--- config.mk ---
export PLATFORM = sky130hd
export DESIGN_NAME = irq_pend_tracker
export DESIGN_NICKNAME = d
export VERILOG_FILES = /design/src/rtl/irq_pend_pkg.sv /design/src/rtl/irq_pend_ctrl.sv /design/src/rtl/irq_pend_dp.sv /design/src/rtl/irq_pend_tracker.sv
export SDC_FILE = /design/constraint.sdc
export NUM_CORES = 1
export LEC_CHECK = 0
export ABC_CLOCK_PERIOD_IN_PS = 1400
export CAP_MARGIN = 20
export CELL_PAD_IN_SITES_DETAIL_PLACEMENT = 0
export CELL_PAD_IN_SITES_GLOBAL_PLACEMENT = 1
export CORE_MARGIN = 3
export CORE_UTILIZATION = 47
export DETAILED_ROUTE_END_ITERATION = 7
export DONT_BUFFER_PORTS = 1
export HOLD_SLACK_MARGIN = 0.08
export MAX_ROUTING_LAYER = met4
export PLACE_DENSITY_LB_ADDON = 0.15
export SLEW_MARGIN = 20
export SYNTH_ARGS = -nofsm -noshare
export SYNTH_HDL_FRONTEND = slang
export SYNTH_SLANG_ARGS = --single-unit
--- constraint.sdc ---
create_clock -name clk -period 1.4 [get_ports clk]
set_input_delay 0.14 -clock clk [delete_from_list [all_inputs] [get_ports clk]]
set_output_delay 0.14 -clock clk [all_outputs]
set_load 0.01 [all_outputs]
--- src/rtl/irq_pend_pkg.sv ---
package irq_pend_pkg;
  localparam int IRQ_CNT = 32;
  localparam int SGI_CNT = 16;
  localparam int ID_W    = $clog2(IRQ_CNT);

  typedef logic [IRQ_CNT-1:0] irqVec_t;

  // Per-interrupt strobes from control to datapath
  typedef struct packed {
    irqVec_t actM;
    irqVec_t deactM;
    irqVec_t clrM;
    irqVec_t setM;
    irqVec_t lineSetM;
    irqVec_t lineClrM;
    irqVec_t sgiM;
    logic    cfgEnWr;
    logic    cfgTrigWr;
    irqVec_t cfgData;
  } strobe_t;
endpackage

--- src/rtl/irq_pend_ctrl.sv ---
module irq_pend_ctrl
  import irq_pend_pkg::*;
(
  input  logic            lineEvtValid,
  input  logic [ID_W-1:0] lineEvtId,
  input  logic            lineEvtLevel,
  input  logic            swReqValid,
  input  logic [ID_W-1:0] swReqId,
  input  logic            setPendValid,
  input  irqVec_t         setPendMask,
  input  logic            clrPendValid,
  input  irqVec_t         clrPendMask,
  input  logic            ackValid,
  input  logic [ID_W-1:0] ackId,
  input  logic            deactValid,
  input  logic [ID_W-1:0] deactId,
  input  logic            cfgWrValid,
  input  logic            cfgWrAddr,
  input  irqVec_t         cfgWrData,
  output strobe_t         strobes
);
  irqVec_t actHit, deactHit, lineUpHit, lineDnHit, sgiHit;

  // ID decode; the range rules for line and software events live here
  for (genvar i = 0; i < IRQ_CNT; i++) begin : g_dec
    localparam bit IS_PERIPH = (i >= SGI_CNT);
    assign actHit[i]    = ackValid   && (ackId   == ID_W'(i));
    assign deactHit[i]  = deactValid && (deactId == ID_W'(i));
    assign lineUpHit[i] = IS_PERIPH && lineEvtValid && lineEvtLevel
                          && (lineEvtId == ID_W'(i));
    assign lineDnHit[i] = IS_PERIPH && lineEvtValid && !lineEvtLevel
                          && (lineEvtId == ID_W'(i));
    assign sgiHit[i]    = !IS_PERIPH && swReqValid && (swReqId == ID_W'(i));
  end

  always_comb begin
    strobes.actM      = actHit;
    strobes.deactM    = deactHit;
    strobes.clrM      = clrPendValid ? clrPendMask : '0;
    strobes.setM      = setPendValid ? setPendMask : '0;
    strobes.lineSetM  = lineUpHit;
    strobes.lineClrM  = lineDnHit;
    strobes.sgiM      = sgiHit;
    strobes.cfgEnWr   = cfgWrValid && !cfgWrAddr;
    strobes.cfgTrigWr = cfgWrValid &&  cfgWrAddr;
    strobes.cfgData   = cfgWrData;
  end
endmodule

--- src/rtl/irq_pend_dp.sv ---
module irq_pend_dp
  import irq_pend_pkg::*;
(
  input  logic    clk,
  input  logic    rstN,
  input  strobe_t strobes,
  output irqVec_t pendingVec,
  output irqVec_t activeVec,
  output logic    anyPending
);
  localparam irqVec_t PERIPH_MASK = {{(IRQ_CNT-SGI_CNT){1'b1}}, {SGI_CNT{1'b0}}};

  irqVec_t pendQ, actQ, enQ, trigLvlQ, swSetQ;
  irqVec_t pendD, actD, swSetD, edgeLike, fresh;

  // Acknowledge, clear, set, then line/software events; later steps win
  always_comb begin
    edgeLike = ~trigLvlQ | swSetQ;
    fresh    = strobes.lineSetM | strobes.sgiM;
    pendD    = pendQ & ~(strobes.actM & edgeLike);
    pendD    = pendD & ~(strobes.clrM & edgeLike);
    pendD    = pendD | strobes.setM;
    swSetD   = swSetQ | strobes.setM;
    pendD    = pendD | fresh;
    swSetD   = swSetD & ~fresh;
    pendD    = pendD & ~(strobes.lineClrM & trigLvlQ);
    actD     = (actQ & ~strobes.deactM) | strobes.actM;
  end

  always_ff @(posedge clk or negedge rstN) begin
    if (!rstN) begin
      pendQ    <= '0;
      actQ     <= '0;
      enQ      <= '0;
      trigLvlQ <= '0;
      swSetQ   <= '0;
    end else begin
      pendQ  <= pendD;
      actQ   <= actD;
      swSetQ <= swSetD;
      if (strobes.cfgEnWr)   enQ      <= strobes.cfgData;
      if (strobes.cfgTrigWr) trigLvlQ <= strobes.cfgData & PERIPH_MASK;
    end
  end

  assign pendingVec = pendQ;
  assign activeVec  = actQ;
  assign anyPending = |(pendQ & enQ & ~actQ);
endmodule

--- src/rtl/irq_pend_tracker.sv ---
module irq_pend_tracker
  import irq_pend_pkg::*;
(
  input  logic            clk,
  input  logic            rstN,
  input  logic            lineEvtValid,
  input  logic [ID_W-1:0] lineEvtId,
  input  logic            lineEvtLevel,
  input  logic            swReqValid,
  input  logic [ID_W-1:0] swReqId,
  input  logic            setPendValid,
  input  logic [IRQ_CNT-1:0] setPendMask,
  input  logic            clrPendValid,
  input  logic [IRQ_CNT-1:0] clrPendMask,
  input  logic            ackValid,
  input  logic [ID_W-1:0] ackId,
  input  logic            deactValid,
  input  logic [ID_W-1:0] deactId,
  input  logic            cfgWrValid,
  input  logic            cfgWrAddr,
  input  logic [IRQ_CNT-1:0] cfgWrData,
  output logic [IRQ_CNT-1:0] pendingVec,
  output logic [IRQ_CNT-1:0] activeVec,
  output logic            anyPending
);
  strobe_t strobes;

  irq_pend_ctrl u_ctrl (
    .lineEvtValid(lineEvtValid), .lineEvtId(lineEvtId), .lineEvtLevel(lineEvtLevel),
    .swReqValid(swReqValid), .swReqId(swReqId),
    .setPendValid(setPendValid), .setPendMask(setPendMask),
    .clrPendValid(clrPendValid), .clrPendMask(clrPendMask),
    .ackValid(ackValid), .ackId(ackId),
    .deactValid(deactValid), .deactId(deactId),
    .cfgWrValid(cfgWrValid), .cfgWrAddr(cfgWrAddr), .cfgWrData(cfgWrData),
    .strobes(strobes)
  );

  irq_pend_dp u_dp (
    .clk(clk), .rstN(rstN), .strobes(strobes),
    .pendingVec(pendingVec), .activeVec(activeVec), .anyPending(anyPending)
  );
endmodule

* After elaboration in Yosys (flattened, before gate mapping) *
Cells that the tools add are included.

word-level totals
  input port bits = 127
  logic and storage cells = 245
  register bits after elaboration = 144
  output and inout bits = 65

cells by class
  reduce and logical (&&, ||, !) cells = 122
  mux-type cells = 2
  bitwise gates (word level) = 23
  eq/ne operators = 93

operators with widths
  cell                                                                    number
  32-bit AND                                                              10
  5-bit equality test (second input constant)                             48
  32-bit NOT                                                              7
  32-bit OR                                                               5
  5-bit by 4-bit equality test with 1-bit output (second input constant)  24
  1-bit logical AND                                                       116
  32-bit 2-to-1 mux                                                       2
  5-bit by 3-bit equality test with 1-bit output (second input constant)  12
  32-bit by 16-bit OR with 32-bit output                                  1
  32-bit OR reduction                                                     1
  5-bit by 2-bit equality test with 1-bit output (second input constant)  6
  5-bit by 1-bit equality test with 1-bit output (second input constant)  3
  5-bit zero test                                                         3
  1-bit zero test                                                         2

* Logic depth before layout (Yosys ltp) *
  depth in word-level cells = 9
  depth in mapped cells = 6
  mapped depth without buffers = 5

* Hierarchy *
A second synthesis with hierarchy kept.

unflattened totals
  cell total of the unflattened synthesis = 770
  area total of the unflattened synthesis = 7,051.8 um^2

modules (own cells, without submodules)
  module         area each (um^2)  times used  cells an instance
  irq_pend_dp    5,128.7           1           445
  irq_pend_ctrl  1,923.1           1           325

* Least setup slack after synthesis *
Ideal clock, no wire load.

  kind = register to output
  start point = reg u_dp.pendQ[10] (netlist: u_dp.pendingVec[10])
  end point = out anyPending
  cell stages (with the launch flop) = 6
  data arrival time = 1.280 ns
  path slack = -0.020 ns
  path through = dfrtp_1 -> nand3b_1 -> o21ai_0 -> nor4_1 -> nand2_1 -> or3_1

between the ends
  cells in the longest elaborated chain, start to end = 3

RTL lines
  element                   line                    RTL
  start: declaration        irq_pend_dp.sv:13       irqVec_t pendQ, actQ, enQ, trigLvlQ, swSetQ;
  start signal: assignment  irq_pend_dp.sv:38       pendQ <= pendD;
  32-bit AND (2 in a row)   irq_pend_dp.sv:48       assign anyPending = |(pendQ & enQ & ~actQ);
  32-bit OR reduction       irq_pend_dp.sv:48
  end: declaration          irq_pend_tracker.sv:24  output logic anyPending

No other way between the ends.

* Final worst setup path *
  start point = reg u_dp.pendQ[28] (netlist: u_dp.pendingVec[28])
  end point = out anyPending

Same word-level chain as after synthesis.

==> metrics.cfg <==
[worst_setup_path]
crit_fanout=2
arrival_ps=1830
r2r_setup_slack_ps=70
worstSetupPathType=register to output pin
worstSetupEndpointType=output pin
crit_path_start_kind=register
critPathRequiredTime_ps=1260

[logic_synthesis]
synthArstFlopShare_pct=100.0
synth-edff-count=0
syn_inst=599
yosysSeqAreaShare_pct=54.32
syn_nets=726
ys_seq_elements=128
yosys_warnings=0
yosysUniqueCellTypes=38
ys.flop_type=dfrtp_1
syn_area_per_cell_um2=9.845
syn_area_um2=5897

[outcome]
status=complete, but fails checks
violations=hold timing, setup timing

[route]
met1_length_mm=9.288
drt_wl_total_mm=23.56
first_pass_iters=7
drc=0
antenna_left=0
vias_per_cell=5.927
route.met3.wl_mm=1.905
top_layer_used=met4
route.vias.total=6016
wl_per_cell_um=23.21
dr.first_iter.drc_count=568
wl_met2_mm=11.66

[global_route]
grt_max_degree=129
gr-total-overflow=0
grt_usage_pct=35.14
antenna_found_initial=0
grt_pass1_wl_mm=36.29
grt_pass1_vias=6279

[floorplan]
num_rows=40
placeableCoreArea_um2=12160
die_area_um2=13930
die_y_um=118.0
start_util_pct=48.49
pin_count=192
die_x_um=118.0

[power_and_ir_drop]
seqPwrFrac_pct=39.3
p_total_uw=11750
powerDensity_nw_per_um2=1335
ir_drop_mv=0.8413
p_clk_share_pct=39.9
switching_share_pct=27.14
p_int_uw=8563
p_leak_uw=0.003835
p_comb_share_pct=20.8
p_switching_uw=3190

[cells_and_area]
finalInstanceArea_um2=8806
diodes=0
final_common_cell=dfrtp_1
layout.nets=961
final_cell_mix=dfrtp_1 (128), dlygate4sd3_1 (127), nand2_1 (115)
fill_cells=906
multi_input_area_um2=2582
ff_latch_area_um2=3203
drive_gt1_share_pct=22.31
fin_util_pct=72.41
syn_to_final_growth_pct=49.33

[sta]
min_period_over_period_pct=140.7
hold_viol_final=128
relSlewSlack_pct=39.74
fin_worst_skew_ps=3.558
period_needed_ps=1970
setup-violations-final=1
drv_slew=0
tns_ps=-570.1
rsz0062_at_grt=true
tightestPinTransition_ps=903.9
fmaxAchievable_ghz=0.5076
layout_setup_ws_ps=-570.1
whs_ps=-586.0

[place]
hpwl_mm=15.47
place_area_um2=6804
portBuffers=0
place_congestion=0.8930

[clock_network]
clock-sinks=128
clock_path_buffers=2
clk_pin_slew_ps=60
h-tree-depth=4
clk_latency_ps=420
clockRootBuffer=clkbuf_16
tritoncts=yes
cts_buffers=17

[run]
maxCapViolCount=0

[worst_hold_path]
hp-class=primary input to asynchronous set/reset pin

==> state kept, by name, summed over array words and instances, names as in the netlist <==
signal,count
u_dp.trigLvlQ,16
u_dp.enQ,32
u_dp.activeVec,32
u_dp.pendingVec,32
u_dp.swSetQ,16
==> final timing paths <==
check / startpoint / to / depth (start not counted)
worst min register to register: u_dp.trigLvlQ[21]$_DFFE_PN0P_ / u_dp.pendingVec[21]$_DFF_PN0_ / 1
worst max register to register: u_dp.activeVec[14]$_DFF_PN0_ / u_dp.activeVec[14]$_DFF_PN0_ / 4
max in group asynchronous: rstN / u_dp.enQ[7]$_DFFE_PN0P_ / 0
worst min-delay path: rstN / u_dp.enQ[4]$_DFFE_PN0P_ / 0
worst max-delay path: u_dp.pendingVec[28]$_DFF_PN0_ / anyPending / 6
min in group clk: deactId[4] / u_dp.activeVec[20]$_DFF_PN0_ / 3
==> cell families (layout without fill, tap and decap cells) <==
logic type | Yosys count | count (layout) | synth area share, %
AND/OR/NAND/NOR | 228 | 228 | 17.95
multiplexers | 48 | 48 | 9.166
AO/OA/AOI/OAI | 158 | 158 | 15.96
buffers and inverters | 37 | 285 | 2.610
flip-flops | 128 | 128 | 54.32
==> cell usage after synthesis, types with 2 or more instances <==
| cell | number | share of area (%) |
|---|---|---|
| mux2_2 | 46 | 8.8 |
| nor3_1 | 5 | 0.42 |
| buf_2 | 5 | 0.42 |
| nor4bb_1 | 2 | 0.34 |
| nor3b_1 | 2 | 0.25 |
| inv_1 | 18 | 1.1 |
| nand3_1 | 13 | 1.1 |
| a221oi_1 | 16 | 2.4 |
| mux2_1 | 2 | 0.38 |
| clkbuf_1 | 8 | 0.51 |
| nand2_1 | 116 | 7.4 |
| nand4b_1 | 2 | 0.30 |
| nor4_1 | 2 | 0.21 |
| buf_1 | 3 | 0.19 |
| o22ai_1 | 3 | 0.32 |
| and2b_1 | 2 | 0.25 |
| nor2_1 | 42 | 2.7 |
| nand2b_1 | 6 | 0.64 |
| nand3b_1 | 16 | 2.0 |
| o21ai_0 | 87 | 7.4 |
| nor2b_1 | 8 | 0.85 |
| a32oi_1 | 16 | 2.4 |
| a21oi_1 | 16 | 1.4 |
| a31oi_1 | 18 | 1.9 |
| nand4_1 | 3 | 0.32 |
| dfrtp_1 | 128 | 54 |
| buf_4 | 2 | 0.25 |
| or2_2 | 2 | 0.21 |
==> area by class of cell <==
type	instances	share of cell area [%]
Clock buffer	22	5.271
Clock inverter	10	1.804
Inverter	18	0.7673
Multi-Input combinational cell	434	29.33
Sequential cell	128	36.37
Tap cell	168	2.387
Timing Repair Buffer	235	24.07
==> per-layer routing <==
metal	vias to the layer above	GRT usage, %
met5	-	-
met4	0	14.14
met3	64	9.322
met2	358	56.88
met1	2968	42.02
li1	2626	-
==> critical path, cell delays in order, from the launching register on <==
cell and delay, ps:
dfrtp_1 370, nand2_1 90, o21ai_1 70, nor4_1 280, buf_4 160, nand2_2 40, or3_4 400
==> through the flow <==
step,cells,worst slack [ps]
after floorplan,599,4.404
after global placement,849,-188.9
after detailed placement,849,-178.9
after CTS,1013,-604.0
after global routing,1015,-691.1
final,1015,-570.1
==> what timing repair did <==
action / 4_1_cts / 5_1_grt
setup buffers: 1 / 1
endpoints found under the hold margin: 243 / 129
hold buffers: 131 / 1
pin swaps: 5 / 10
resized for setup: 6 / 16
setup endpoints to repair: 1 / 14
cloned: 0 / 0
==> power by group through the flow <==
| stage | combinational [uW] | sequential [uW] | clock (uW) |
|---|---|---|---|
| 2_1_floorplan | 867 | 4790 | 0 |
| 4_1_cts | 2390 | 4590 | 4710 |
| 3_5_place_dp | 2020 | 4650 | 0 |
| 6_report | 2440 | 4610 | 4690 |
| 3_3_place_gp | 1990 | 4620 | 0 |
| 5_1_grt | 2610 | 4670 | 4930 |
No activity file was read; power rests on OpenSTA's default activity.
